File: config.mk
export PLATFORM = sky130hd
export DESIGN_NAME = eccfix_top
export DESIGN_NICKNAME = d
export VERILOG_FILES = /design/src/rtl/eccfix_pkg.sv /design/src/rtl/eccfix_datapath.sv /design/src/rtl/eccfix_control.sv /design/src/rtl/eccfix_top.sv
export SDC_FILE = /design/constraint.sdc
export NUM_CORES = 1
export LEC_CHECK = 0
export BUFFER_PORTS_ARGS = -buffer_cell sky130_fd_sc_hd__buf_2
export CAP_MARGIN = 20
export CORE_MARGIN = 2
export CORE_UTILIZATION = 35
export DETAILED_ROUTE_END_ITERATION = 7
export PLACE_DENSITY = 0.59
export SETUP_SLACK_MARGIN = 0.4
export SLEW_MARGIN = 20
export SYNTH_ARGS = -nofsm -noshare
export SYNTH_HDL_FRONTEND = slang
export SYNTH_SLANG_ARGS = --single-unit
File: constraint.sdc
create_clock -name clk -period 3 [get_ports clk]
set_clock_uncertainty 0.1 [all_clocks]
set_input_delay 0 -clock clk [delete_from_list [all_inputs] [get_ports clk]]
set_output_delay 0 -clock clk [all_outputs]
set_load 0.05 [all_outputs]
File: src/rtl/eccfix_pkg.sv
package eccfix_pkg;
  localparam int CODE_W   = 24;
  localparam int WORD_W   = 32;
  localparam int ADDR_W   = 9;
  localparam int BIT_W    = 3;
  localparam int DATA_W   = 8;
  localparam int TOT_W    = $clog2(CODE_W + 1);
  localparam logic [WORD_W-1:0] ERASED_WORD = 32'h0FFF_0FFF;
  localparam int SINGLE_WEIGHT = 12;

  typedef enum logic [1:0] {
    ST_CLEAN   = 2'd0,
    ST_FIXABLE = 2'd1,
    ST_BADCODE = 2'd2,
    ST_FATAL   = 2'd3
  } eccStatus_t;

  typedef enum logic [1:0] {
    FX_IDLE, FX_READ, FX_WAIT, FX_WRITE
  } fixState_t;

  typedef struct packed {
    logic loadStage1;
    logic loadStage2;
    logic loadResult;
    logic armFix;
    logic captureByte;
  } ctrlStrobes_t;

  // spread a packed three-byte code into its 32-bit comparison word
  function automatic logic [WORD_W-1:0] spreadCode(input logic [CODE_W-1:0] c);
    return {4'b0, c[23:20], c[15:8], 4'b0, c[19:16], c[7:0]};
  endfunction
endpackage

File: src/rtl/eccfix_datapath.sv
module eccfix_datapath
  import eccfix_pkg::*;
#(
  parameter int GROUP_W = 6
) (
  input  logic                clk,
  input  logic                rstN,
  input  ctrlStrobes_t        strobes,
  input  logic [CODE_W-1:0]   storedCode,
  input  logic [CODE_W-1:0]   calcCode,
  input  logic [DATA_W-1:0]   bufRdData,
  output eccStatus_t          resStatus,
  output logic [ADDR_W-1:0]   resByte,
  output logic [BIT_W-1:0]    resBit,
  output logic [ADDR_W-1:0]   bufAddr,
  output logic [DATA_W-1:0]   bufWrData
);
  localparam int GROUPS  = CODE_W / GROUP_W;
  localparam int GCNT_W  = $clog2(GROUP_W + 1);

  // stage 1: meaningful 24 bits of the XOR, packed {word[27:16], word[11:0]}
  logic [CODE_W-1:0] diffS1, diffS2;
  logic              erasedS1, erasedS2;
  logic [WORD_W-1:0] diffWord;
  logic [GCNT_W-1:0] groupCnt [GROUPS];
  logic [GCNT_W-1:0] groupCntQ [GROUPS];
  logic [TOT_W-1:0]  weight;
  eccStatus_t        nextStatus;
  logic [DATA_W-1:0] holdByte;
  logic [BIT_W-1:0]  fixBit;

  assign diffWord = spreadCode(storedCode) ^ spreadCode(calcCode);

  always_ff @(posedge clk or negedge rstN) begin
    if (!rstN) begin
      diffS1   <= '0;
      erasedS1 <= 1'b0;
    end else if (strobes.loadStage1) begin
      diffS1   <= {diffWord[27:16], diffWord[11:0]};
      erasedS1 <= (spreadCode(storedCode) == ERASED_WORD) &&
                  (spreadCode(calcCode) == '0);
    end
  end

  // stage 2: per-group population counts
  function automatic logic [GCNT_W-1:0] countGroup(input logic [GROUP_W-1:0] v);
    logic [GCNT_W-1:0] n;
    n = '0;
    for (int i = 0; i < GROUP_W; i++) n = n + GCNT_W'(v[i]);
    return n;
  endfunction

  for (genvar g = 0; g < GROUPS; g++) begin : g_pop
    assign groupCnt[g] = countGroup(diffS1[g*GROUP_W +: GROUP_W]);
    always_ff @(posedge clk or negedge rstN) begin
      if (!rstN)                   groupCntQ[g] <= '0;
      else if (strobes.loadStage2) groupCntQ[g] <= groupCnt[g];
    end
  end

  always_ff @(posedge clk or negedge rstN) begin
    if (!rstN) begin
      diffS2   <= '0;
      erasedS2 <= 1'b0;
    end else if (strobes.loadStage2) begin
      diffS2   <= diffS1;
      erasedS2 <= erasedS1;
    end
  end

  // stage 3: final sum and classification
  always_comb begin
    weight = '0;
    for (int g = 0; g < GROUPS; g++) weight = weight + TOT_W'(groupCntQ[g]);
    if (diffS2 == '0)                     nextStatus = ST_CLEAN;
    else if (weight == TOT_W'(SINGLE_WEIGHT)) nextStatus = ST_FIXABLE;
    else if (weight == TOT_W'(1))         nextStatus = ST_BADCODE;
    else if (erasedS2)                    nextStatus = ST_CLEAN;
    else                                  nextStatus = ST_FATAL;
  end

  always_ff @(posedge clk or negedge rstN) begin
    if (!rstN) begin
      resStatus <= ST_CLEAN;
      resByte   <= '0;
      resBit    <= '0;
    end else if (strobes.loadResult) begin
      resStatus <= nextStatus;
      resByte   <= (nextStatus == ST_FIXABLE) ? diffS2[23:15] : '0;
      resBit    <= (nextStatus == ST_FIXABLE) ? diffS2[14:12] : '0;
    end
  end

  // repair path: latched location and held byte
  always_ff @(posedge clk or negedge rstN) begin
    if (!rstN) begin
      bufAddr  <= '0;
      fixBit   <= '0;
      holdByte <= '0;
    end else begin
      if (strobes.armFix) begin
        bufAddr <= resByte;
        fixBit  <= resBit;
      end
      if (strobes.captureByte) holdByte <= bufRdData;
    end
  end

  assign bufWrData = holdByte ^ (DATA_W'(1) << fixBit);

  // a zero difference must classify as clean
  p_zero_clean_r2: assert property (@(posedge clk) disable iff (!rstN)
    (strobes.loadResult && diffS2 == '0) |=> (resStatus == ST_CLEAN && resByte == '0));

  // the byte index driven for a repair does not move during it
  p_addr_hold_r8: assert property (@(posedge clk) disable iff (!rstN)
    strobes.captureByte |=> $stable(bufAddr));
endmodule

File: src/rtl/eccfix_control.sv
module eccfix_control
  import eccfix_pkg::*;
(
  input  logic         clk,
  input  logic         rstN,
  input  logic         start,
  input  logic         fixEnable,
  input  eccStatus_t   resStatus,
  output ctrlStrobes_t strobes,
  output logic         resValid,
  output logic         bufRdEn,
  output logic         bufWrEn,
  output logic         fixDone
);
  logic       validS1, validS2;
  logic       fixReqS1, fixReqS2, fixReqS3;
  fixState_t  state;
  logic       armNow;

  always_ff @(posedge clk or negedge rstN) begin
    if (!rstN) begin
      validS1  <= 1'b0;
      validS2  <= 1'b0;
      resValid <= 1'b0;
      fixReqS1 <= 1'b0;
      fixReqS2 <= 1'b0;
      fixReqS3 <= 1'b0;
    end else begin
      validS1  <= start;
      validS2  <= validS1;
      resValid <= validS2;
      fixReqS1 <= start & fixEnable;
      fixReqS2 <= fixReqS1;
      fixReqS3 <= fixReqS2;
    end
  end

  assign armNow = (state == FX_IDLE) && resValid && fixReqS3 && (resStatus == ST_FIXABLE);

  always_ff @(posedge clk or negedge rstN) begin
    if (!rstN) begin
      state   <= FX_IDLE;
      fixDone <= 1'b0;
    end else begin
      fixDone <= (state == FX_WRITE);
      case (state)
        FX_IDLE:  if (armNow) state <= FX_READ;
        FX_READ:  state <= FX_WAIT;
        FX_WAIT:  state <= FX_WRITE;
        default:  state <= FX_IDLE;
      endcase
    end
  end

  always_comb begin
    strobes.loadStage1  = start;
    strobes.loadStage2  = validS1;
    strobes.loadResult  = validS2;
    strobes.armFix      = armNow;
    strobes.captureByte = (state == FX_WAIT);
  end

  assign bufRdEn = (state == FX_READ);
  assign bufWrEn = (state == FX_WRITE);

  // fixed three-edge result latency
  p_latency_r7: assert property (@(posedge clk) disable iff (!rstN)
    start |-> ##3 resValid);
  // write two cycles after the read, done one cycle after the write
  p_read_write_r8: assert property (@(posedge clk) disable iff (!rstN)
    bufRdEn |=> ##1 bufWrEn);
  p_done_after_write_r8: assert property (@(posedge clk) disable iff (!rstN)
    bufWrEn |=> fixDone);
  p_no_overlap_r8: assert property (@(posedge clk) disable iff (!rstN)
    !(bufRdEn && bufWrEn));
  // no repair without a correctable, enabled result
  p_no_stray_read_r6: assert property (@(posedge clk) disable iff (!rstN)
    (state == FX_IDLE && resValid && (resStatus != ST_FIXABLE || !fixReqS3)) |=> !bufRdEn);
endmodule

File: src/rtl/eccfix_top.sv
module eccfix_top
  import eccfix_pkg::*;
#(
  parameter int GROUP_W = 6
) (
  input  logic        clk,
  input  logic        rstN,
  input  logic        start,
  input  logic        fixEnable,
  input  logic [23:0] storedCode,
  input  logic [23:0] calcCode,
  output logic        resValid,
  output logic [1:0]  resStatus,
  output logic [8:0]  resByte,
  output logic [2:0]  resBit,
  output logic        bufRdEn,
  output logic        bufWrEn,
  output logic [8:0]  bufAddr,
  output logic [7:0]  bufWrData,
  input  logic [7:0]  bufRdData,
  output logic        fixDone
);
  ctrlStrobes_t strobes;
  eccStatus_t   statusQ;

  eccfix_control u_control (
    .clk       (clk),
    .rstN      (rstN),
    .start     (start),
    .fixEnable (fixEnable),
    .resStatus (statusQ),
    .strobes   (strobes),
    .resValid  (resValid),
    .bufRdEn   (bufRdEn),
    .bufWrEn   (bufWrEn),
    .fixDone   (fixDone)
  );

  eccfix_datapath #(.GROUP_W(GROUP_W)) u_datapath (
    .clk        (clk),
    .rstN       (rstN),
    .strobes    (strobes),
    .storedCode (storedCode),
    .calcCode   (calcCode),
    .bufRdData  (bufRdData),
    .resStatus  (statusQ),
    .resByte    (resByte),
    .resBit     (resBit),
    .bufAddr    (bufAddr),
    .bufWrData  (bufWrData)
  );

  assign resStatus = statusQ;
endmodule

# Yosys cells after proc, flatten, opt, wreduce, memory -nomap -nowiden
# Index checks and enable logic that the tools add are counted.
# W data, S select, Z words.
# word_totals
ram_bits,0
word_cells,73
ff_bits,105
mem_count,0
mem_bits_ro,0
latchBits,0
input_bits,60
# op_classes
n_eq_ne,9
shifts,1
div_mod_pow,0
muxes,8
n_reduce_logical,7
bitwise_logic,3
magnitude_cmp,0
n_mul,0
n_addsub,23
# ops
operator,n
$add A3 B1 Y3,16
$logic_not A24 Y1,2
$xor A28 B28 Y28,1
$eq A24 B24 Y1 const B,1
$add A5 B3 Y5,2
$mux W2,5
$mux W9,1
$add A1 B1 Y2,4
$shl A1 B3 Y8 const A,1
$xor A8 B8 Y8,1
$eq A2 B1 Y1 const B,3
$pmux W2 S3,1
$eq A5 B1 Y1 const B,1
$eq A5 B4 Y1 const B,1
$add A3 B3 Y4,1
$eq A2 B2 Y1 const B,2
$logic_and A1 B1 Y1,4
$mux W3,1
$logic_not A2 Y1,1
$ne A2 B1 Y1 const B,1
$and A1 B1 Y1,1

# Depth between registers and ports, before layout
# Gate-level depths: netlist of the first run.
# depth
ltp_word,9
ltp_mapped,11
mapped_depth_nobuf,11

# Hierarchy
# A second synthesis of the first run with hierarchy kept.
# hier_totals
cells_unflattened,424
area_unflattened_um2,5068.6
# modules_own_cells
module,instances,area_each_um2,cells_per_inst
eccfix_datapath,1,4697.0,396
eccfix_control,1,371.6,28

# Least setup slack after synthesis of the first run
# OpenSTA, ideal clock, no wires.
# synth_path
path_type,reg-to-reg
startpoint,register u_datapath.groupCntQ[6] (netlist name)
endpoint,register u_datapath.resStatus[0]
path_buffers,0
stages_incl_launch_ff,11
t_arrival_ns,2.878
setup_time_ns,0.110
synth_period_minus_slack_ns,3.088
path_slack_ns,-0.088
path_cell_list,dfrtp_1 -> ha_1 -> fa_1 -> inv_1 -> fa_1 -> inv_1 -> ha_1 -> fa_1 -> o2111a_1 -> o22ai_1 -> o41ai_1
# synth_between
elab_chain_cells,7
word_cells_on_any_way,8
# synth_lines
item,line_no,source
from (decl),eccfix_datapath.sv:26,logic [GCNT_W-1:0] groupCntQ [GROUPS];
"from (signal, indexed assignment)",eccfix_datapath.sv:57,else if (strobes.loadStage2) groupCntQ[g] <= groupCnt[g];
$add A3 B3 Y4 *,eccfix_datapath.sv:74,for (int g = 0; g < GROUPS; g++) weight = weight + TOT_W'(groupCntQ[g]);
$add A5 B3 Y5 * (2 in a row),eccfix_datapath.sv:74,
$eq A5 B1 Y1,eccfix_datapath.sv:77,else if (weight == TOT_W'(1)) nextStatus = ST_BADCODE;
$mux W2,eccfix_datapath.sv:77,
$mux W2 *,eccfix_datapath.sv:76,else if (weight == TOT_W'(SINGLE_WEIGHT)) nextStatus = ST_FIXABLE;
$mux W2 *,eccfix_datapath.sv:75,if (diffS2 == '0) nextStatus = ST_CLEAN;
to (signal assigned),eccfix_datapath.sv:88,resStatus <= nextStatus;
to (decl),eccfix_datapath.sv:12,"output eccStatus_t resStatus,"
# Every way passes the cells marked *; elsewhere a longest branch is shown, timed or not.
# A chain may end at the register's enable or synchronous reset.

# Worst setup path in the final report of the first run
# layout_path
startpoint,register u_datapath.groupCntQ[6] (netlist name)
endpoint,register u_datapath.resByte[8]
# layout_between
elab_chain_cells,9
word_cells_on_any_way,10
# layout_lines
item,line_no,source
$add A3 B3 Y4 *,eccfix_datapath.sv:74,
$add A5 B3 Y5 * (2 in a row),eccfix_datapath.sv:74,
$eq A5 B1 Y1,eccfix_datapath.sv:77,
$mux W2,eccfix_datapath.sv:77,
$mux W2 *,eccfix_datapath.sv:76,
$mux W2 *,eccfix_datapath.sv:75,
$eq A2 B1 Y1 *,eccfix_datapath.sv:89,resByte <= (nextStatus == ST_FIXABLE) ? diffS2[23:15] : '0;
$mux W9 *,eccfix_datapath.sv:89,
to (signal assigned),eccfix_datapath.sv:89,
to (decl),eccfix_datapath.sv:13,"output logic [ADDR_W-1:0] resByte,"
# Marks and branches as above.

==> out/results.env, run 1 <==
RUN_STATUS='complete, but fails checks'
VIOLATIONS='negative setup slack'
POST_LAYOUT_NONFILLER_INSTANCES=764
PLACE_AREA_MM2=0.00582
GRT_FIRST_PASS_WIRELENGTH_UM=19200
CTS_TREE='built'
CLOCKBUFFERDEPTH=2
ANTENNA-DIODE-COUNT=0
MAXIMUM_FANOUT_ENCOUNTERED_ON_THE_CRITICAL_TIMING_PATH=6
COUNT_OF_DISTINCT_CELL_TYPES_IN_THE_SYNTHESIZED_NETLIST=37
POST_DRT_WL_PER_CELL_UM=15.0
IO_BUFFERS=94
CRITPATHKIND='reg2reg'
POSTSYNTHREGISTERBITS=105
GRT_MAX_DEGREE=106
DR.FIRST_ITER.DRC_COUNT=126
NUMCTSBUFFERS=9
DIE_W_UM=124
ENDPOINT_KIND='flip-flop'
INITIAL_CORE_UTILIZATION=0.361
POST_SYNTH.CELL_AREA_AVG_UM2=12.0
LEAKAGEPOWER_nW=3.16
WORST_EP_REQUIRED_TIME_NS=3.17
ROUTED_WIRELENGTH_UM=11500
SYNTH_NETS=512
FRACTION_OF_POST_SYNTHESIS_CELL_AREA_IN_THE_TOP_CELL_TYPE_BY_AREA=0.518
DP_SLACK_NS=-0.192
REG_TO_REG_START='u_datapath.groupCntQ[6]'
DRIVE_ABOVE_1_SHARE=0.344
PLACE.DETAILED.INSTANCES=681
DR_TOTAL_VIAS=3622
ACCUMULATED_NEGATIVE_SETUP_SLACK_NS=-1.91
N_FILL_CELL=1232
FINAL_CELL_MIX='105 x sky130_fd_sc_hd__dfrtp_1, 93 x sky130_fd_sc_hd__buf_2, 61 x sky130_fd_sc_hd__dlygate4sd3_1, 51 x sky130_fd_sc_hd__mux2_2, 33 x sky130_fd_sc_hd__nor2_1'
SYNTH.YOSYS.WARNINGS=0
SETUP_VIOL=14
FIRST_PASS_ITERS=4
TIMING.FMAX_GHz=0.316
SYNTH.TOP_CELLS.BY_AREA='sky130_fd_sc_hd__dfrtp_1 52%, sky130_fd_sc_hd__mux2_2 12%, sky130_fd_sc_hd__fa_1 6.7%'
DP_HPWL_UM=7690
GRT_PASS1_VIAS=3887
GR-TOTAL-OVERFLOW=0
SHARE_SEQ_OF_TOTAL_POWER=0.322
START_KIND='flip-flop'
ANT_NETS=0
CORE_MM2=0.0140
NNETSFINAL=671
POWER_REPORT.INTERNAL_TOTAL_mW=3.63
FINAL_COMMON_CELL='sky130_fd_sc_hd__dfrtp_1'
CTS.ROOT.BUFFER_CELL='sky130_fd_sc_hd__clkbuf_16'
SYNTH-EDFF-COUNT=0
CLOCK_INSERTION_DELAY_WORST_SKEW_NS=0.34
SWITCHINGPOWER_mW=2.42
SHARE_COMB_OF_TOTAL_POWER=0.491
GLOBALPLACE.CONGESTION=0.776
SETUP_REPAIR_AFTER_GLOBAL_ROUTING_MISSED_ITS_MARGIN='true'
SHARE_OF_THE_CLOCK_PERIOD_USED_BY_THE_WORST_PATH=1.05
AREA.GROWTH.SYNTH_TO_FINAL_PCT=35.2
TIMING_WORST_SLEW_PIN_VALUE_NS=0.712
FINAL_PERIOD_MINUS_WORST_SETUP_SLACK_NS=3.16
OVERALL_DIE_AREA_MM2=0.0155
I_O_PIN_COUNT=95
AVGVIACOUNTPERCELL=4.74
SWITCHING_SHARE=0.400
ROW_COUNT=43
CLOCKPOWERSHARE=0.187
MAX-SLEW-MARGIN-REL=0.525
HTREE_NUM_LEVELS=3
SYNTHARSTFLOPSHARE=1.00
DIE_HEIGHT_UM=124
REMAINING_DRC_ERRORS=0
VDD_DROP_MAX_mV=0.397
SYN_AREA_MM2=0.00507
TIMING.FINAL.HOLD_VIOLATIONS=0
SYN_INST=421
SYNTH_TOP_FLOP_CELL='sky130_fd_sc_hd__dfrtp_1'
WORST_HOLD_STARTPOINT='start'
CRITPATHLAUNCH='u_datapath.groupCntQ[6]'
CLOCK_SINKS=105
WORSTHOLDPATHTYPE='in2reg'
SYNTH_SEQUENTIAL_AREA_RATIO=0.518
SYNTH_LARGEST_AREA_CELL='sky130_fd_sc_hd__dfrtp_1'
GRT_ANTENNA_BEFORE_REPAIR=0
POWER-PER-CELL-AREA_mW_PER_MM2=883
SLEW_VIOL_FINAL=0
GR-USAGE-ALL-LAYERS=0.153
DESIGN_AREA_MM2=0.00686
CLKTRANSATPATHREGS_NS=0.06
CP_DATA_ARRIVAL_TIME_NS=3.33
CAP_VIOL_MAX_COUNT=0
FINAL_CRITICAL_PATH_SETUP_SLACK_NS=-0.160
## cell type report
type | instances | area, um2 | share of cell area
Clock buffer | 11 | 233 | 0.0339
Clock inverter | 4 | 45.0 | 0.00657
Inverter | 35 | 131 | 0.0192
Multi-Input combinational cell | 262 | 2380 | 0.347
Sequential cell | 105 | 2630 | 0.383
Tap cell | 180 | 225 | 0.0328
Timing Repair Buffer | 167 | 1220 | 0.177
## state kept, by name, indices dropped and copies added, names as in the netlist, 3 cells and up
name and count:
u_datapath.diffS1 24, u_datapath.diffS2 24, u_datapath.groupCntQ 12, u_datapath.bufAddr 9
u_datapath.resByte 9, u_datapath.holdByte 8, u_datapath.fixBit 3, u_datapath.resBit 3
## worst paths after layout
kind                                          to  slack (ns)  depth (start not counted)
setup / recovery           u_datapath.resByte[8]       -0.16                         11
hold / removal                 u_control.validS1        0.07                          2
setup reg to reg           u_datapath.resByte[8]       -0.16                         11
hold reg to reg               u_control.fixReqS2        0.25                          0
max in group asynchronous  u_datapath.bufAddr[0]        2.19                          3
min in group asynchronous   u_datapath.diffS1[7]        0.15                          3
## cell families (layout without fill, tap and decap cells)
group | Yosys count | count (layout) | share of synthesized area
buffers and inverters | 54 | 217 | 0.0427
and+or+nand+nor | 91 | 91 | 0.0935
DFF | 105 | 105 | 0.518
AOI/OAI and AO/OA | 53 | 53 | 0.0678
xor gates and xnor gates | 34 | 34 | 0.0587
adders and majority gates | 31 | 31 | 0.102
muxes | 53 | 53 | 0.118
## routing by layer
layer	track usage	wire length (um)	vias to the layer above
li1	-	-	1746
met2	0.260	5730	67
met5	0	0	-
met1	0.194	5190	1794
met4	0.0595	249	0
met3	0.0284	306	15
## synth_stat cells, drive strengths merged, types with 6 or more instances
cell type and instances:
inv 35, mux2 53, clkbuf 13, ha 14, o2bb2ai 12, a21oi 25
xnor2 29, fa 17, nor2 33, dfrtp 105, nor4 7, nor4bb 8
buf 6, o21ai 7, nand2 24
## critical path, stage by stage (launching register included)
cell and delay (ns):
sky130_fd_sc_hd__dfrtp_1 0.39, sky130_fd_sc_hd__ha_2 0.20, sky130_fd_sc_hd__fa_1 0.49, sky130_fd_sc_hd__inv_1 0.05
sky130_fd_sc_hd__fa_1 0.47, sky130_fd_sc_hd__inv_1 0.04, sky130_fd_sc_hd__ha_2 0.17, sky130_fd_sc_hd__fa_1 0.51
sky130_fd_sc_hd__o2111a_2 0.25, sky130_fd_sc_hd__o211ai_4 0.12, sky130_fd_sc_hd__buf_12 0.17, sky130_fd_sc_hd__o2bb2ai_4 0.13
## metrics by stage
stage               hold WS [ns]   util  total power [mW]
CTS                       0.0484  0.478              5.82
global route              0.0779  0.488              6.51
global placement         0.00916  0.414              4.40
finish                    0.0673  0.488              6.06
detailed placement        0.0191  0.414              4.53
floorplan                 -0.396      -              3.87
## power groups by stage
stage | clock network, mW | registers (mW) | logic, mW
after CTS | 1.17 | 1.95 | 2.70
after floorplan | 0 | 2.06 | 1.81
after detailed placement | 0 | 1.98 | 2.55
after global placement | 0 | 1.96 | 2.44
after global routing | 1.23 | 2.00 | 3.28
final | 1.13 | 1.95 | 2.97
## what timing repair did
action,4_1_cts,5_1_grt
pin swaps,0,7
gates cloned,0,1
endpoints found under the setup margin,14,21
hold buffers,61,0
setup buffers,0,6
endpoints found under the hold margin,139,0
resized for setup,4,16
Note: power is estimated with default switching activity, not from simulation.
==> run 2, diff against run 1 <==
ABC_AREA = 1   (was not set)
PLACE_DENSITY = 0.58   (was 0.59)
==> run 2 against run 1 <==
Net effect:
- the run still ends with negative setup slack left
- die area up 3.0%
- area after synthesis up 3.1%
- flip-flop and latch count unchanged
- combinational power up 11%
- cell area up 5.7%
- total power up 8.6%
- via count up 19%
==> out/results.env, run 2 <==
POWER-PER-CELL-AREA_mW_PER_MM2=907  # was 883 mW/mm2
MAX-SLEW-MARGIN-REL=0.397  # was 0.525
CLOCKPOWERSHARE=0.201  # was 0.187
START_KIND='flip-flop'  # unchanged
TIMING.FMAX_GHz=0.306  # was 0.316 GHz
GRT_PASS1_VIAS=4385  # was 3,887
REG_TOP3='u_datapath.diffS1 x24, u_datapath.diffS2 x24, u_datapath.groupCntQ x12'  # unchanged
TIMING.CRITICAL_PATH.MAX_DELAY_FAMILY='adder cells'  # unchanged
GRT_FIRST_PASS_WIRELENGTH_UM=19500  # was 19,200 um
SYNTH-EDFF-COUNT=0  # unchanged
NUMCTSBUFFERS=9  # unchanged
FINAL_PERIOD_MINUS_WORST_SETUP_SLACK_NS=3.27  # was 3.16 ns
CTS_TREE='built'  # unchanged
GRT_ANTENNA_BEFORE_REPAIR=0  # unchanged
SLEW_VIOL_FINAL=0  # unchanged
SYNTH.AREA.MUX_SHARE=0.0431  # was 0.118
FIRST_PASS_ITERS=4  # unchanged
SHARE_SEQ_OF_TOTAL_POWER=0.298  # was 0.322
COUNT_OF_DISTINCT_CELL_TYPES_IN_THE_SYNTHESIZED_NETLIST=27  # was 37
INITIAL_CORE_UTILIZATION=0.358  # was 0.361
ANTENNA-DIODE-COUNT=0  # unchanged
LAYOUT.AREA.SEQ_MM2=0.00263  # unchanged
WORST_HOLD_STARTPOINT='calcCode[22]'  # was start
CLOCK_SINKS=105  # unchanged
NNETSFINAL=840  # was 671
GR-USAGE-ALL-LAYERS=0.149  # was 0.153
RUN_STATUS='complete, but fails checks'  # unchanged
CRITICAL-PATH-TOP-CELL-BY-COUNT='sky130_fd_sc_hd__fa_1'  # unchanged
VIOLATIONS='negative setup slack'  # unchanged
FRACTION_OF_POST_SYNTHESIS_CELL_AREA_IN_THE_TOP_CELL_TYPE_BY_AREA=0.503  # was 0.518
FINAL_CRITICAL_PATH_SETUP_SLACK_NS=-0.265  # was -0.160 ns
OVERALL_DIE_AREA_MM2=0.0159  # was 0.0155 mm2
CTS.ROOT.BUFFER_CELL='sky130_fd_sc_hd__clkbuf_16'  # unchanged
NETLIST_TOP_CELLS_COUNT='105 x sky130_fd_sc_hd__dfrtp_1, 100 x sky130_fd_sc_hd__nand2_1, 87 x sky130_fd_sc_hd__inv_1'  # was 105 x sky130_fd_sc_hd__dfrtp_1, 53 x sky130_fd_sc_hd__mux2_2, 35 x sky130_fd_sc_hd__inv_1
CRIT_PATH_CELL_TRACE='ha_2 > fa_1 > inv_1 > fa_1 > inv_1 > ha_2 > fa_1 > inv_2 > nor3b_2 > nand3_2 > nand3_4 > clkbuf_16 > nand2_4 > o21ai_2'  # was ha_2 > fa_1 > inv_1 > fa_1 > inv_1 > ha_2 > fa_1 > o2111a_2 > o211ai_4 > buf_12 > o2bb2ai_4
MULTI_INPUT_GATE_AREA_MM2=0.00228  # was 0.00238 mm2
GLOBALPLACE.CONGESTION=0.777  # was 0.776
FINAL_CELL_MIX='105 x sky130_fd_sc_hd__dfrtp_1, 94 x sky130_fd_sc_hd__nand2_1, 93 x sky130_fd_sc_hd__buf_2, 85 x sky130_fd_sc_hd__inv_1, 84 x sky130_fd_sc_hd__dlygate4sd3_1'  # was 105 x sky130_fd_sc_hd__dfrtp_1, 93 x sky130_fd_sc_hd__buf_2, 61 x sky130_fd_sc_hd__dlygate4sd3_1, 51 x sky130_fd_sc_hd__mux2_2, 33 x sky130_fd_sc_hd__nor2_1
CLOCK_INSERTION_DELAY_WORST_SKEW_NS=0.35  # was 0.34 ns
CRITICAL-PATH-SLOWEST-CELL='sky130_fd_sc_hd__fa_1'  # unchanged
FINAL_UTIL=0.497  # was 0.488
SETUP_VIOL=14  # unchanged
AVGVIACOUNTPERCELL=4.59  # was 4.74
IO_BUFFERS=94  # unchanged
CRITPATHBUFINV=4  # was 3
SYNTH_TOP_FLOP_CELL='sky130_fd_sc_hd__dfrtp_1'  # unchanged
SYN_INST=563  # was 421
SYNTH_NETS=654  # was 512
ENDPOINT_KIND='flip-flop'  # unchanged
WORST_PATH_LARGEST_CELL_DELAY_NS=0.49  # was 0.51 ns
GR-TOTAL-OVERFLOW=0  # unchanged
DR.FIRST_ITER.DRC_COUNT=173  # was 126
REG_TO_REG_START='u_datapath.groupCntQ[9]'  # was u_datapath.groupCntQ[6]
SYNTH_COMPOUND_GATE_AREA_SHARE=0.0912  # was 0.0678
SYNTH_LARGEST_AREA_CELL='sky130_fd_sc_hd__dfrtp_1'  # unchanged
SWITCHING_SHARE=0.422  # was 0.400
AREA.GROWTH.SYNTH_TO_FINAL_PCT=38.7  # was 35.2%
ROW_COUNT=44  # was 43
TIMING.FINAL.HOLD_VIOLATIONS=0  # unchanged
POST_SYNTH.CELL_AREA_AVG_UM2=9.29  # was 12.0 um2
SETUP_REPAIR_AFTER_GLOBAL_ROUTING_MISSED_ITS_MARGIN='true'  # unchanged
CP_DATA_ARRIVAL_TIME_NS=3.44  # was 3.33 ns
HTREE_NUM_LEVELS=3  # unchanged
WORSTHOLDPATHTYPE='in2reg'  # unchanged
POWER_REPORT.INTERNAL_TOTAL_mW=3.80  # was 3.63 mW
SYNTH-SIMPLE-AREA-SHARE=0.171  # was 0.0935
FINAL_COMMON_CELL='sky130_fd_sc_hd__dfrtp_1'  # unchanged
DR_TOTAL_VIAS=4300  # was 3,622
ANT_NETS=0  # unchanged
SYNTH.YOSYS.WARNINGS=0  # unchanged
ROUTED_WIRELENGTH_UM=11600  # was 11,500 um
DP_HPWL_UM=7740  # was 7690 um
ACCUMULATED_NEGATIVE_SETUP_SLACK_NS=-3.12  # was -1.91 ns
SYNTH_MOST_COMMON_CELL='sky130_fd_sc_hd__dfrtp_1'  # unchanged
GRT_MAX_DEGREE=106  # unchanged
I_O_PIN_COUNT=95  # unchanged
CLKTRANSATPATHREGS_NS=0.07  # was 0.06 ns
DIE_HEIGHT_UM=126  # was 124 um
POSTSYNTHREGISTERBITS=105  # unchanged
N_FILL_CELL=1327  # was 1,232
SHARE_OF_THE_CLOCK_PERIOD_USED_BY_THE_WORST_PATH=1.09  # was 1.05
MAXIMUM_FANOUT_ENCOUNTERED_ON_THE_CRITICAL_TIMING_PATH=6  # unchanged
WORST_EP_REQUIRED_TIME_NS=3.18  # was 3.17 ns
SYNTH_FA_HA_AREA_FRAC=0.0986  # was 0.102
SYNTHARSTFLOPSHARE=1.00  # unchanged
CAP_VIOL_MAX_COUNT=0  # unchanged
CRITPATHKIND='reg2reg'  # unchanged
LEAKAGEPOWER_nW=3.58  # was 3.16 nW
DRIVE_ABOVE_1_SHARE=0.255  # was 0.344
POST_SYNTH_XOR_AREA_FRACTION=0.0151  # was 0.0587
POST_DRT_WL_PER_CELL_UM=12.4  # was 15.0 um
SWITCHINGPOWER_mW=2.78  # was 2.42 mW
CRITPATHLAUNCH='u_datapath.groupCntQ[9]'  # was u_datapath.groupCntQ[6]
SYN_AREA_MM2=0.00523  # was 0.00507 mm2
CLOCKBUFFERDEPTH=2  # unchanged
TIMING_WORST_SLEW_PIN_VALUE_NS=0.904  # was 0.712 ns
SYNTH_SEQUENTIAL_AREA_RATIO=0.503  # was 0.518
SYNTH_TOP_FAMILY_BY_AREA='simple AND/OR/NAND/NOR gates'  # was multiplexers
REMAINING_DRC_ERRORS=0  # unchanged
VDD_DROP_MAX_mV=0.548  # was 0.397 mV
SYNTH.TOP_CELLS.BY_AREA='sky130_fd_sc_hd__dfrtp_1 50%, sky130_fd_sc_hd__nand2_1 7.2%, sky130_fd_sc_hd__fa_1 6.5%'  # was sky130_fd_sc_hd__dfrtp_1 52%, sky130_fd_sc_hd__mux2_2 12%, sky130_fd_sc_hd__fa_1 6.7%
CORE_MM2=0.0146  # was 0.0140 mm2
SHARE_COMB_OF_TOTAL_POWER=0.501  # was 0.491
DIE_W_UM=126  # was 124 um
[run 2: layer usage]
metal,vias up,track usage,part of all wire
met5,-,0,0
met4,0,0.0459,0.016
li1,2147,-,-
met3,17,0.0331,0.051
met2,122,0.262,0.48
met1,2014,0.184,0.45
[run 2: power by group through the flow]
stage / clock (mW) / combinational (mW) / sequential, mW
finish: 1.32 / 3.29 / 1.96
global route: 1.41 / 3.69 / 2.00
CTS: 1.35 / 2.99 / 1.96
detailed placement: 0 / 2.85 / 1.98
global placement: 0 / 2.73 / 1.97
floorplan: 0 / 1.89 / 2.26
[run 2: timing repair]
item / 4_1_cts / 5_1_grt
hold endpoints to repair: 140 / 0
hold buffers: 84 / 0
pin swaps: 0 / 5
setup endpoints to repair: 15 / 18
gates cloned: 0 / 2
buffers inserted: 1 / 4
resized for setup: 4 / 22
[run 2: final cells by class]
class	count	area share
Clock buffer	10	0.0316
Tap cell	184	0.0318
Multi-Input combinational cell	355	0.314
Clock inverter	5	0.0143
Sequential cell	105	0.362
Inverter	87	0.0450
Timing Repair Buffer	191	0.201
[run 2: per-stage QoR]
step                total power [mW]  worst slack [ns]  hold WS [ns]  cells  instance area (um2)
floorplan                       4.16           -0.0669        -0.396    563                 5240
global placement                4.70            -0.211        0.0107    831                 5930
detailed placement              4.84            -0.322        0.0112    831                 5930
CTS                             6.30            -0.210       0.00490    931                 7120
global route                    7.11            -0.421        0.0485    937                 7250
finish                          6.58            -0.265       0.00844    937                 7250
[run 2: worst paths after layout]
path / end / slack [ns] / depth (start not counted)
worst max-delay path: u_datapath.resByte[6] / -0.27 / 14
worst min-delay path: u_datapath.diffS1[22] / 0.008 / 5
worst max register to register: u_datapath.resByte[6] / -0.27 / 14
worst min register to register: u_control.fixReqS2 / 0.25 / 0
max in group asynchronous: u_datapath.holdByte[7] / 2.22 / 3
min in group asynchronous: u_datapath.holdByte[2] / 0.13 / 3
[run 2: worst register-to-register path: stages, from the launching register on]
cell and delay, ns:
sky130_fd_sc_hd__dfrtp_1 0.38, sky130_fd_sc_hd__ha_2 0.19, sky130_fd_sc_hd__fa_1 0.47, sky130_fd_sc_hd__inv_1 0.05
sky130_fd_sc_hd__fa_1 0.47, sky130_fd_sc_hd__inv_1 0.04, sky130_fd_sc_hd__ha_2 0.18, sky130_fd_sc_hd__fa_1 0.49
sky130_fd_sc_hd__inv_2 0.05, sky130_fd_sc_hd__nor3b_2 0.17, sky130_fd_sc_hd__nand3_2 0.14, sky130_fd_sc_hd__nand3_4 0.12
sky130_fd_sc_hd__clkbuf_16 0.18, sky130_fd_sc_hd__nand2_4 0.05, sky130_fd_sc_hd__o21ai_2 0.11
[run 2: kinds of logic after synthesis]
group | count (synthesis)
AND/OR/NAND/NOR | 213
adder cells (fa/ha/maj) | 31
flip-flops | 105
multiplexers | 20
XOR/XNOR | 9
buffers and inverters | 104
AO/OA/AOI/OAI | 81
==> run 3, diff against run 2 <==
GPL_ROUTABILITY_DRIVEN = 0   (was not set)
SKIP_LAST_GASP = 1   (was not set)
==> run 3 against run 2 <==
Net effect:
- the flow still finishes with violations (negative setup slack)
- clock power about the same
- worst hold slack worse by 0.0064 ns
- die area unchanged
- first-iteration DRC count down 8.7%
- utilization down 0.086 points
- highest routed layer unchanged
==> out/results.env, run 3 (same netlist as run 2, synthesis figures left out) <==
RUN_STATUS='complete, but fails checks'  # unchanged
VIOLATIONS='negative setup slack'  # unchanged
FIRST_PASS_ITERS=4  # unchanged
VDD_DROP_MAX_mV=0.548  # about the same
FINAL_CRITICAL_PATH_SETUP_SLACK_NS=-0.261  # was -0.265 ns
SWITCHING_SHARE=0.422  # about the same
WORST_PATH_LARGEST_CELL_DELAY_NS=0.49  # about the same
ENDPOINT_KIND='flip-flop'  # unchanged
AVGVIACOUNTPERCELL=4.57  # was 4.59
OVERALL_DIE_AREA_MM2=0.0159  # unchanged
GR-USAGE-ALL-LAYERS=0.149  # unchanged
PLACE_AREA_MM2=0.00593  # unchanged
SLEW_VIOL_FINAL=0  # unchanged
POWER_REPORT.INTERNAL_TOTAL_mW=3.79  # was 3.80 mW
POWER-PER-CELL-AREA_mW_PER_MM2=906  # was 907 mW/mm2
TIMING.FMAX_GHz=0.307  # was 0.306 GHz
DIE_HEIGHT_UM=126  # unchanged
FINAL_UTIL=0.496  # was 0.497
CTS.ROOT.BUFFER_CELL='sky130_fd_sc_hd__clkbuf_16'  # unchanged
CORE_MM2=0.0146  # unchanged
POST_DRT_WL_PER_CELL_UM=12.4  # about the same
GRT_FIRST_PASS_WIRELENGTH_UM=19500  # unchanged
FINAL_PERIOD_MINUS_WORST_SETUP_SLACK_NS=3.26  # was 3.27 ns
CLOCKPOWERSHARE=0.202  # was 0.201
CP_DATA_ARRIVAL_TIME_NS=3.44  # about the same
CTS_TREE='built'  # unchanged
SHARE_SEQ_OF_TOTAL_POWER=0.299  # was 0.298
CRITICAL-PATH-TOP-CELL-BY-COUNT='sky130_fd_sc_hd__fa_1'  # unchanged
TIMING.FINAL.HOLD_VIOLATIONS=0  # unchanged
ANTENNA-DIODE-COUNT=0  # unchanged
CRITPATHLAUNCH='u_datapath.groupCntQ[9]'  # unchanged
SHARE_OF_THE_CLOCK_PERIOD_USED_BY_THE_WORST_PATH=1.09  # about the same
ROUTED_WIRELENGTH_UM=11600  # about the same
DIE_W_UM=126  # unchanged
SETUP_VIOL=14  # unchanged
CAP_VIOL_MAX_COUNT=0  # unchanged
GRT_ANTENNA_BEFORE_REPAIR=0  # unchanged
CRIT_PATH_CELL_TRACE='ha_2 > fa_1 > inv_1 > fa_1 > inv_1 > ha_2 > fa_1 > inv_2 > nor3b_2 > nand3_2 > nand3_4 > clkbuf_16 > nand2_4 > o21ai_2'  # unchanged
DR_TOTAL_VIAS=4282  # was 4,300
TOTAL_POWER_mW=6.56  # was 6.58 mW
GR-TOTAL-OVERFLOW=0  # unchanged
IO_BUFFERS=94  # unchanged
I_O_PIN_COUNT=95  # unchanged
NUMCTSBUFFERS=9  # unchanged
SWITCHINGPOWER_mW=2.77  # was 2.78 mW
CLOCK_SINKS=105  # unchanged
GRT_MAX_DEGREE=106  # unchanged
CRITICAL-PATH-SLOWEST-CELL='sky130_fd_sc_hd__fa_1'  # unchanged
WORSTHOLDPATHTYPE='in2reg'  # unchanged
FINAL_COMMON_CELL='sky130_fd_sc_hd__dfrtp_1'  # unchanged
HTREE_NUM_LEVELS=3  # unchanged
WORST_EP_REQUIRED_TIME_NS=3.18  # about the same
START_KIND='flip-flop'  # unchanged
ACCUMULATED_NEGATIVE_SETUP_SLACK_NS=-3.17  # was -3.12 ns
CRITPATHKIND='reg2reg'  # unchanged
SHARE_COMB_OF_TOTAL_POWER=0.499  # was 0.501
WORST_HOLD_STARTPOINT='calcCode[22]'  # unchanged
AREA.GROWTH.SYNTH_TO_FINAL_PCT=38.4  # was 38.7%
ROW_COUNT=44  # unchanged
GRT_PASS1_VIAS=4385  # unchanged
REG_TOP3='u_datapath.diffS1 x24, u_datapath.diffS2 x24, u_datapath.groupCntQ x12'  # unchanged
DESIGN_AREA_MM2=0.00724  # was 0.00725 mm2
TIMING_WORST_SLEW_PIN_VALUE_NS=0.904  # about the same
MAXIMUM_FANOUT_ENCOUNTERED_ON_THE_CRITICAL_TIMING_PATH=6  # unchanged
CLOCKBUFFERDEPTH=2  # unchanged
FINAL_CELL_MIX='105 x sky130_fd_sc_hd__dfrtp_1, 96 x sky130_fd_sc_hd__nand2_1, 93 x sky130_fd_sc_hd__buf_2, 86 x sky130_fd_sc_hd__inv_1, 84 x sky130_fd_sc_hd__dlygate4sd3_1'  # was 105 x sky130_fd_sc_hd__dfrtp_1, 94 x sky130_fd_sc_hd__nand2_1, 93 x sky130_fd_sc_hd__buf_2, 85 x sky130_fd_sc_hd__inv_1, 84 x sky130_fd_sc_hd__dlygate4sd3_1
ANT_NETS=0  # unchanged
CLKTRANSATPATHREGS_NS=0.07  # about the same
REG_TO_REG_START='u_datapath.groupCntQ[9]'  # unchanged
NNETSFINAL=840  # unchanged
INITIAL_CORE_UTILIZATION=0.358  # unchanged
DRIVE_ABOVE_1_SHARE=0.250  # was 0.255
DR.FIRST_ITER.DRC_COUNT=158  # was 173
MAX-SLEW-MARGIN-REL=0.397  # about the same
LEAKAGEPOWER_nW=3.58  # about the same
SETUP_REPAIR_AFTER_GLOBAL_ROUTING_MISSED_ITS_MARGIN='true'  # unchanged
CLOCK_INSERTION_DELAY_WORST_SKEW_NS=0.35  # about the same
REMAINING_DRC_ERRORS=0  # unchanged
DP_HPWL_UM=7740  # unchanged
## run 3: metrics by stage
stage | worst slack [ns] | hold slack (ns) | cells
after detailed placement | -0.322 | 0.0112 | 831
after floorplan | -0.0669 | -0.396 | 563
after global routing | -0.421 | 0.0485 | 937
final | -0.261 | 0.00205 | 937
after CTS | -0.230 | 0.00490 | 931
after global placement | -0.211 | 0.0107 | 831
## run 3: power groups by stage
stage,combinational (mW),clock (mW),sequential (mW)
6_report,3.27,1.33,1.96
5_1_grt,3.68,1.41,2.00
4_1_cts,2.98,1.35,1.96
3_5_place_dp,2.85,0,1.98
3_3_place_gp,2.73,0,1.97
2_1_floorplan,1.89,0,2.26
## run 3: layout make-up
type                            count  area (um2)
Inverter                           87         327
Tap cell                          184         230
Sequential cell                   105        2630
Clock inverter                      5         104
Multi-Input combinational cell    355        2270
Fill cell                        1329        7350
Clock buffer                       10         229
Timing Repair Buffer              191        1450
## run 3: worst paths after layout
check	to	slack, ns	cells after the start
worst min register to register	u_control.fixReqS2	0.25	0
worst max-delay path	u_datapath.resByte[6]	-0.26	14
min in group asynchronous	u_datapath.holdByte[2]	0.13	3
worst max register to register	u_datapath.resByte[6]	-0.26	14
max in group asynchronous	u_datapath.holdByte[7]	2.22	3
worst min-delay path	u_datapath.diffS1[22]	0.002	5
## run 3: worst max-delay path: cells and delay by family, from the launching register on
family,cells,cell delay (ns)
compound gates,1,0.11
fa+ha+maj,5,1.80
buf+inv,4,0.32
flops,1,0.38
simple gates,4,0.47
## run 3: layer usage
| metal | wire length, um | GRT usage | up-vias |
|---|---|---|---|
| met4 | 187 | 0.0459 | 0 |
| met1 | 5300 | 0.184 | 2013 |
| met2 | 5550 | 0.262 | 108 |
| met5 | 0 | 0 | - |
| li1 | - | - | 2144 |
| met3 | 557 | 0.0331 | 17 |
## run 3: what timing repair did
action	CTS	global route
gates resized for setup	2	19
endpoints found under the hold margin	140	0
cloned	0	2
hold buffers	84	0
setup endpoints to repair	15	18
pin swaps	0	6
buffers inserted	1	4
